==> src/rtl/segx_pkg.sv <==
package segx_pkg;
    localparam int EA_W     = 32;
    localparam int SEL_W    = 4;
    localparam int SEG_W    = 24;
    localparam int OFF_W    = EA_W - SEL_W;
    localparam int GVA_W    = SEG_W + OFF_W;
    localparam int MARK_W   = 20;
    localparam int NUM_SEGS = 1 << SEL_W;

    localparam logic [MARK_W-1:0] MARK_PHYS_CACHED   = 20'hFFFFF;
    localparam logic [MARK_W-1:0] MARK_PHYS_UNCACHED = 20'hFFFFE;

    typedef enum logic [1:0] {
        RSP_IDLE  = 2'b00,
        RSP_XLATE = 2'b01,
        RSP_FAULT = 2'b10
    } rsp_kind_e;

    typedef struct packed {
        logic phys;
        logic cache;
    } region_t;
endpackage

==> src/rtl/segx_regfile.sv <==
module segx_regfile
    import segx_pkg::*;
#(
    parameter int N_SEG  = NUM_SEGS,
    parameter int IDX_W  = SEL_W,
    parameter int DATA_W = SEG_W
) (
    input  logic              clk,
    input  logic              rst_n,
    input  logic              wr_en,
    input  logic [IDX_W-1:0]  wr_idx,
    input  logic [DATA_W-1:0] wr_data,
    input  logic [IDX_W-1:0]  rd_idx,
    output logic [DATA_W-1:0] rd_data
);
    logic [DATA_W-1:0] seg_q [N_SEG];

    for (genvar i = 0; i < N_SEG; i++) begin : g_seg
        always_ff @(posedge clk) begin
            if (!rst_n) begin
                seg_q[i] <= '0;
            end else if (wr_en && (wr_idx == IDX_W'(i))) begin
                seg_q[i] <= wr_data;
            end
        end
    end

    assign rd_data = seg_q[rd_idx];
endmodule

==> src/rtl/segx_region_decode.sv <==
module segx_region_decode
    import segx_pkg::*;
#(
    parameter int W = MARK_W,
    parameter logic [W-1:0] CODE_CACHED   = MARK_PHYS_CACHED,
    parameter logic [W-1:0] CODE_UNCACHED = MARK_PHYS_UNCACHED
) (
    input  logic [W-1:0] mark,
    output region_t      region
);
    logic hit_cached;
    logic hit_uncached;

    always_comb begin
        hit_cached    = (mark == CODE_CACHED);
        hit_uncached  = (mark == CODE_UNCACHED);
        region.phys   = hit_cached || hit_uncached;
        region.cache  = !hit_uncached;
    end
endmodule

==> src/rtl/segx_extender.sv <==
module segx_extender
    import segx_pkg::*;
(
    input  logic             clk,
    input  logic             rst_n,
    input  logic             wr_en,
    input  logic [SEL_W-1:0] wr_idx,
    input  logic [SEG_W-1:0] wr_seg,
    input  logic             req_valid,
    input  logic             req_user,
    input  logic [EA_W-1:0]  req_ea,
    output logic             rsp_valid,
    output logic [GVA_W-1:0] rsp_va,
    output logic             rsp_phys,
    output logic             rsp_cache,
    output logic             rsp_fault
);
    logic [SEL_W-1:0] sel;
    logic [SEG_W-1:0] seg_id;
    logic [GVA_W-1:0] gva;
    region_t          region;
    rsp_kind_e        kind_d, kind_q;
    logic [GVA_W-1:0] va_d, va_q;
    region_t          reg_d, reg_q;

    assign sel = req_ea[EA_W-1 -: SEL_W];

    segx_regfile #(.N_SEG(NUM_SEGS), .IDX_W(SEL_W), .DATA_W(SEG_W)) u_regs (
        .clk     (clk),
        .rst_n   (rst_n),
        .wr_en   (wr_en),
        .wr_idx  (wr_idx),
        .wr_data (wr_seg),
        .rd_idx  (sel),
        .rd_data (seg_id)
    );

    assign gva = {seg_id, req_ea[OFF_W-1:0]};

    segx_region_decode #(.W(MARK_W)) u_region (
        .mark   (gva[GVA_W-1 -: MARK_W]),
        .region (region)
    );

    // next-state selection
    always_comb begin
        kind_d = RSP_IDLE;
        va_d   = '0;
        reg_d  = '0;
        if (req_valid) begin
            if (req_user && req_ea[EA_W-1]) begin
                kind_d = RSP_FAULT;
            end else begin
                kind_d = RSP_XLATE;
                va_d   = gva;
                reg_d  = region;
            end
        end
    end

    // state register
    always_ff @(posedge clk) begin
        if (!rst_n) begin
            kind_q <= RSP_IDLE;
            va_q   <= '0;
            reg_q  <= '0;
        end else begin
            kind_q <= kind_d;
            va_q   <= va_d;
            reg_q  <= reg_d;
        end
    end

    // outputs
    always_comb begin
        rsp_valid = 1'b0;
        rsp_fault = 1'b0;
        rsp_va    = '0;
        rsp_phys  = 1'b0;
        rsp_cache = 1'b0;
        unique case (kind_q)
            RSP_IDLE: begin
            end
            RSP_XLATE: begin
                rsp_valid = 1'b1;
                rsp_va    = va_q;
                rsp_phys  = reg_q.phys;
                rsp_cache = reg_q.cache;
            end
            RSP_FAULT: begin
                rsp_fault = 1'b1;
            end
            default: begin
            end
        endcase
    end

    assert_valid_or_fault_R4: assert property (@(posedge clk) disable iff (!rst_n)
        !(rsp_valid && rsp_fault));

    assert_answer_next_R2: assert property (@(posedge clk) disable iff (!rst_n)
        (req_valid && !(req_user && req_ea[EA_W-1])) |=> rsp_valid);

    assert_offset_kept_R2: assert property (@(posedge clk) disable iff (!rst_n)
        (req_valid && !(req_user && req_ea[EA_W-1])) |=>
            (rsp_va[OFF_W-1:0] == $past(req_ea[OFF_W-1:0])));

    assert_user_fault_R4: assert property (@(posedge clk) disable iff (!rst_n)
        (req_valid && req_user && req_ea[EA_W-1]) |=>
            (rsp_fault && rsp_va == '0 && !rsp_phys && !rsp_cache));

    assert_idle_quiet_R9: assert property (@(posedge clk) disable iff (!rst_n)
        !req_valid |=> (!rsp_valid && !rsp_fault));

    assert_uncached_is_phys_R7: assert property (@(posedge clk) disable iff (!rst_n)
        (rsp_valid && !rsp_cache) |-> rsp_phys);

    assert_phys_needs_valid_R6: assert property (@(posedge clk) disable iff (!rst_n)
        rsp_phys |-> rsp_valid);
endmodule

==> config.mk <==
export PLATFORM = sky130hd
export DESIGN_NAME = segx_extender
export DESIGN_NICKNAME = d
export VERILOG_FILES = /design/src/rtl/segx_pkg.sv /design/src/rtl/segx_regfile.sv /design/src/rtl/segx_region_decode.sv /design/src/rtl/segx_extender.sv
export SDC_FILE = /design/constraint.sdc
export NUM_CORES = 1
export LEC_CHECK = 0
export BUFFER_PORTS_ARGS = -buffer_cell sky130_fd_sc_hd__buf_2
export CORE_MARGIN = 2
export CORE_UTILIZATION = 55
export CTS_CLUSTER_DIAMETER = 150
export DETAILED_ROUTE_END_ITERATION = 6
export HOLD_SLACK_MARGIN = 0.03
export PLACE_DENSITY_LB_ADDON = 0.12
export SETUP_SLACK_MARGIN = 0.5
export SLEW_MARGIN = 0
export SYNTH_ARGS = -nofsm -noshare
export SYNTH_HDL_FRONTEND = slang
export SYNTH_SLANG_ARGS = --single-unit
==> constraint.sdc <==
create_clock -name clk -period 3 [get_ports clk]
set_input_delay 0.15 -clock clk [delete_from_list [all_inputs] [get_ports clk]]
set_output_delay 0.15 -clock clk [all_outputs]
set_load 0.01 [all_outputs]
==> flow_metrics.tcl, run 1 <==
set metrics [dict create \
    crit_required_ns 2.85 \
    io_buffers 120 \
    cts_sinks 440 \
    wl_per_cell_um 26.62 \
    status "complete, no violations" \
    num_rows 68 \
    layout.nets 1487 \
    grt-ovfl-total 0 \
    grt_max_degree 34 \
    placedCellCount 1798 \
    globalRouteMet2Util_pct 44.12 \
    clk_path_buf_depth 3 \
    rsz0062_at_grt "no" \
    hold_class "input port to register" \
    multi_input_area_um2 6314 \
    finalNonFillerCells 1916 \
    max_cap_violations 0 \
    wl_um 51000 \
    worstMarginPinSlew_ns 0.8068 \
    synth_cells 1267 \
    use_met3_pct 5.838 \
    cts.clk_slew.worst_paths_ns 0.06 \
    ant_nets 0 \
    drive_gt1_share_pct 25.55 \
    initial_core_util_pct 55.77 \
    antenna_found_initial 3 \
    place.gp.congestion 0.8108 \
    crit_path_end_kind "output port" \
    peakVddDrop_mv 0.3624 \
    skew_ns 0.01505 \
    cts_root_buffer "clkbuf_16" \
    yosys_warnings 0 \
    area_growth_pct 17.24 \
    cts_tree "yes" \
    firstDrtPassIters 7 \
    report.final.slew_viol_count 0 \
    critPathArrivalTime_ns 2.11 \
    seq_area_frac_synth_pct 65.68 \
    ys_types 39 \
    syn_nets 1332 \
    regArea_um2 12650 \
    via_per_inst 5.911 \
    netlist_area_um2 19260 \
    die_y_um 191.2 \
    criticalPathCategory "register to output port" \
    top_usage_layer "met2" \
    die_w_um 191.2 \
    cts_setup_buffers 0 \
    io_pins 121 \
    dieArea_um2 36540 \
    min_period_ns 2.262 \
    critPathMaxFanout 31 \
    fin_tns_setup_ns 0 \
    max_clock_freq_mhz 442.2 \
    post-route-drc-count 0 \
    htreeDepth 2 \
    clk_latency_ns 0.55 \
    core_area_um2 34540 \
    fillers 2452 \
    grt_pass1_vias 11230 \
    dp_hpwl_um 29790 \
    hold_viol 0 \
    cts_buffers 46 \
    grt_first_pass_wirelength_um 74510 \
    power_density_nw_per_um2 614.9 \
    track_usage_pct 28.78 \
    dr_total_vias 11330 \
    leakagePower_nw 8.370 \
    fin_crit_sh_pct 75.39 \
    setup_violations 0 \
    syn_avg_cell_area_um2 15.20 \
    max-slew-margin-rel_pct 46.15 \
    cp-start-kind "register" \
    drtIter0Drc 1257 \
    synth_seq_cells 440 \
    grt_util_met1_pct 41.54 \
]
## sequential cells by signal (all words and copies together), names as in the netlist
register	cells
u_regs.seg_q	384
va_q	52
kind_q	2
reg_q	2
## path summary, 6_finish.rpt
kind | from | slack, ns | to | depth (start not counted)
worst max-delay path | kind_q[0]$_SDFF_PN0_ | 0.74 | rsp_va[33] | 4
worst min-delay path | wr_seg[15] | 0.06 | u_regs.seg_q[4][15]$_SDFFCE_PN0P_ | 2
worst max register to register | u_regs.seg_q[15][6]$_SDFFCE_PN0P_ | 1.04 | reg_q[1]$_SDFF_PP0_ | 6
worst min register to register | u_regs.seg_q[14][9]$_SDFFCE_PN0P_ | 0.79 | va_q[37]$_SDFF_PP0_ | 3
## report_power, final
| group | internal (mW) | leakage (nW) | total [mW] | switching (mW) |
|---|---|---|---|---|
| Combinational | 0.443 | 3.48 | 1.08 | 0.637 |
| Sequential | 7.00 | 4.14 | 7.09 | 0.0928 |
| Clock | 3.44 | 0.756 | 5.72 | 2.28 |
| Total | 10.9 | 8.37 | 13.9 | 3.01 |
## critical path, cell delays in order, from the launching register on
cell	delay [ns]
dfxtp_1	0.33
nor2b_4	0.49
buf_4	0.42
and2_1	0.18
buf_2	0.13
## layer usage
metal  vias to the layer above  routed length (µm)  share of wire [%]
li1                       4917                   -                  -
met3                        83                4715                9.2
met2                       571               23450                 46
met1                      5750               21300                 42
met5                         -                  22              0.043
met4                         4                1517                3.0
## what timing repair did
item / 4_1_cts / 5_1_grt
hold buffers: 31 / 0
endpoints found under the setup margin: 0 / 0
gates resized for setup: 0 / 0
endpoints found under the hold margin: 29 / 0
## cell usage after synthesis
cell            count  area [µm²]
and2_1            471        2947
edfxtp_1          384       11530
mux4_2             90        2027
clkbuf_1           76       285.3
dfxtp_1            56        1121
nor2_1             31       116.4
a22oi_1            23       172.7
nand2_1            17       63.81
o21ai_0            16       80.08
a21oi_1            13       65.06
mux2i_1            12       120.1
a22o_1              9       78.83
a221oi_1            8       70.07
buf_4               8       60.06
buf_2               5       25.02
mux4_1              5       131.4
nor2b_1             5       31.28
nand3b_1            4       30.03
buf_12              3       60.06
buf_6               3       33.78
nand3_1             3       15.01
o21bai_1            3       22.52
and3_1              2       12.51
clkbuf_8            2       27.53
inv_1               2       7.510
nand2b_1            2       12.51
nand4_1             2       12.51
a221oi_2            1       15.01
a222oi_1            1       10.01
a31oi_1             1       6.260
clkbuf_4            1       7.510
clkinv_1            1       3.750
dlygate4sd1_1       1       8.760
dlymetal6s2s_1      1       12.51
nor3b_2             1       12.51
nor4_1              1       6.260
or2_2               1       6.260
or3b_2              1       8.760
or4_1               1       7.510
## metrics by stage
stage	instance area [µm²]	hold slack (ns)	util, %	setup slack [ns]	total power, mW
after floorplan	19260	0.2638	-	0.03652	7.801
after global placement	20740	0.3539	60.04	0.6107	8.245
after detailed placement	20740	0.3523	60.04	0.5567	8.263
after CTS	22580	0.04309	65.38	0.7063	13.93
after global routing	22580	0.07788	65.38	0.5961	14.27
final	22590	0.06316	65.39	0.7384	13.89
## cell families (layout without fill, tap and decap cells)
logic type,Yosys count,in the layout,synth area share [%]
DFF,440,440,65.68
AOI/OAI and AO/OA,75,75,2.702
buffers and inverters,103,296,2.760
other,0,1,0
muxes,107,107,11.83
and+or+nand+nor,542,542,17.04
## area by class of cell
type / instances / share of cell area (%)
sequential: 440 / 56.02
clock inverter: 9 / 0.4155
timing repair buffer: 207 / 6.653
inverter: 3 / 0.04986
clock buffer: 77 / 6.382
antenna: 1 / 0.01108
multi-input combinational: 724 / 27.95
tap: 455 / 2.520
## placed cells by master, fill, tap and decap left out, types with 2 or more instances in the layout
master,Yosys,layout
a21oi_1,13,13
a221oi_1,8,8
a22o_1,9,9
a22oi_1,23,23
and2_1,471,471
and3_1,2,2
buf_12,3,13
buf_2,5,118
buf_4,8,44
bufinv_16,0,2
clkbuf_1,76,17
clkbuf_16,0,49
clkbuf_8,2,11
clkinv_1,1,2
clkinv_2,0,6
dfxtp_1,56,56
dlygate4sd3_1,0,31
edfxtp_1,384,384
inv_1,2,2
mux2i_1,12,12
mux4_1,5,5
mux4_2,90,90
nand2_1,17,17
nand2b_1,2,2
nand3_1,3,3
nand3b_1,4,4
nand4_1,2,2
nor2_1,31,15
nor2_2,0,16
nor2b_1,5,2
nor2b_2,0,2
o21ai_4,0,16
o21bai_1,3,3
Power figures use the tool's default switching activity.
==> run 2, diff against run 1 <==
- clock period: 3 -> 1.85 ns (I/O delays scaled with it)
==> run 2 against run 1 <==
Clock power is 62% higher. Register-to-register slack worse by 1.0 ns. Final cell count is 4.7% higher. Clock skew is 0.0027 ns lower. Critical path type is now register to register. Highest routed layer unchanged.
==> flow_metrics.tcl, run 2 (synthesized netlist as in run 1, its figures left out) <==
set metrics [dict create \
    status "complete, no violations" \
    crit_required_ns 2.30 \
    clk_latency_ns 0.56 \
    power_density_nw_per_um2 940.7 \
    max-slew-margin-rel_pct 51.43 \
    worstMarginPinSlew_ns 0.7259 \
    ant_nets 0 \
    place.gp.congestion 0.8031 \
    final_area_um2 24420 \
    die_y_um 191.2 \
    p_clk_share_pct 40.4 \
    criticalPathCategory "register to register" \
    core_area_um2 34540 \
    startpoint "u_regs.seg_q[14][6]$_SDFFCE_PN0P_" \
    place_area_um2 21460 \
    post-route-drc-count 0 \
    setup_violations 0 \
    grt-ovfl-total 0 \
    report.final.slew_viol_count 0 \
    regMostFlops "u_regs.seg_q" \
    grt_first_pass_wirelength_um 78070 \
    die_w_um 191.2 \
    via_per_inst 5.924 \
    final_cell_mix "and2_1, edfxtp_1, mux4_2, buf_4, buf_2" \
    area_growth_pct 26.75 \
    max_clock_freq_mhz 551.2 \
    drtIter0Drc 1239 \
    io_buffers 120 \
    fin_crit_sh_pct 98.06 \
    hold_class "input port to register" \
    track_usage_pct 30.43 \
    crit_path_end_kind "register" \
    grt_max_degree 33 \
    holdCritStartpoint "wr_seg[18]" \
    p_sw_mw 5.102 \
    num_rows 68 \
    hold_viol 0 \
    largestRegisters "u_regs.seg_q: 384 flops, va_q: 52 flops" \
    cts_root_buffer "clkbuf_16" \
    layout_commonest_cell "and2_1" \
    initial_core_util_pct 55.77 \
    max_cap_violations 0 \
    io_pins 121 \
    finalNonFillerCells 2007 \
    skew_ns 0.01231 \
    wl_met3_um 5000 \
    critPathArrivalTime_ns 2.26 \
    largest_reg_flops 384 \
    cts_buffers 46 \
    cts_sinks 440 \
    rsz0062_at_grt "yes" \
    sw_frac_of_total_pct 22.21 \
    top_layer "met5" \
    wl_met2_um 27400 \
    firstDrtPassIters 6 \
    p_seq_share_pct 50.1 \
    drive_gt1_share_pct 35.51 \
    clk_path_buf_depth 3 \
    pwr-share-comb_pct 9.4 \
    critPathMaxFanout 2 \
    dr_total_vias 11890 \
    cp-start-kind "register" \
    utilization_pct 70.69 \
    dieArea_um2 36540 \
    cts.clk_slew.worst_paths_ns 0.06 \
    placedCellCount 1858 \
    grt_pass1_vias 11930 \
    min_period_ns 1.814 \
    wl_um 55900 \
    dp_hpwl_um 30620 \
    wl_met1_um 21800 \
    fillers 2262 \
    leakagePower_nw 9.053 \
    htreeDepth 2 \
    rr_startpoint "u_regs.seg_q[14][6]$_SDFFCE_PN0P_" \
    p_int_mw 17.87 \
    power_mw 22.97 \
    antenna_found_initial 4 \
    whs_ns 0.03609 \
    cts_tree "yes" \
    layout.nets 1578 \
    wl_per_cell_um 27.85 \
    peakVddDrop_mv 0.7800 \
]
-- run 2: path summary, 6_finish.rpt --
path / to / cells past startpoint / slack [ns]
min reg2reg: va_q[39]$_SDFF_PP0_ / 3 / 0.77
min: u_regs.seg_q[1][18]$_SDFFCE_PN0P_ / 2 / 0.04
max reg2reg: reg_q[1]$_SDFF_PP0_ / 6 / 0.04
max: reg_q[1]$_SDFF_PP0_ / 6 / 0.04
-- run 2: repair_timing --
| item | 4_1_cts | 5_1_grt |
|---|---|---|
| cloned | 4 | 4 |
| hold buffers | 50 | 0 |
| pin swaps | 22 | 49 |
| buffers inserted | 3 | 1 |
| hold endpoints to repair | 324 | 0 |
| gates resized for setup | 57 | 122 |
| endpoints found under the setup margin | 80 | 81 |
-- run 2: critical path, cell delays in order (launching register included) --
cell and delay, ns:
edfxtp_1 0.37, mux4_2 0.46, a22o_1 0.23, a221oi_2 0.22, or4_4 0.21, nor2_2 0.04, and3_1 0.17
-- run 2: layout make-up --
class	instances	area [µm²]	area share, %
clock buffers	73	1418	5.806
well taps	455	569.3	2.332
inverters	3	13.76	0.05637
diodes	3	7.507	0.03075
clock inverters	11	100.1	0.4099
flip-flops and latches	440	12650	51.83
multi-input cells	724	6676	27.34
repair buffers	298	2978	12.20
-- run 2: metal layers --
metal,vias to the layer above,GRT usage (%)
met4,2,10.33
met2,638,50.21
met3,105,5.526
met5,-,0
li1,5113,-
met1,6032,41.16
-- run 2: power groups by stage --
stage | Sequential, mW | Clock (mW) | Combinational (mW)
after floorplan | 11.6 | 0 | 1.08
after global placement | 11.7 | 0 | 1.84
after detailed placement | 11.7 | 0 | 1.86
after CTS | 11.5 | 9.34 | 2.06
after global routing | 11.6 | 9.73 | 2.27
final | 11.5 | 9.29 | 2.16
-- run 2: stage by stage --
stage / worst slack (ns) / setup TNS [ns]
2_1_floorplan: 0.1511 / 0
3_3_place_gp: -0.2957 / -1.131
3_5_place_dp: -0.2701 / -1.128
4_1_cts: 0.03594 / 0
5_1_grt: 0.001366 / 0
6_report: 0.03580 / 0
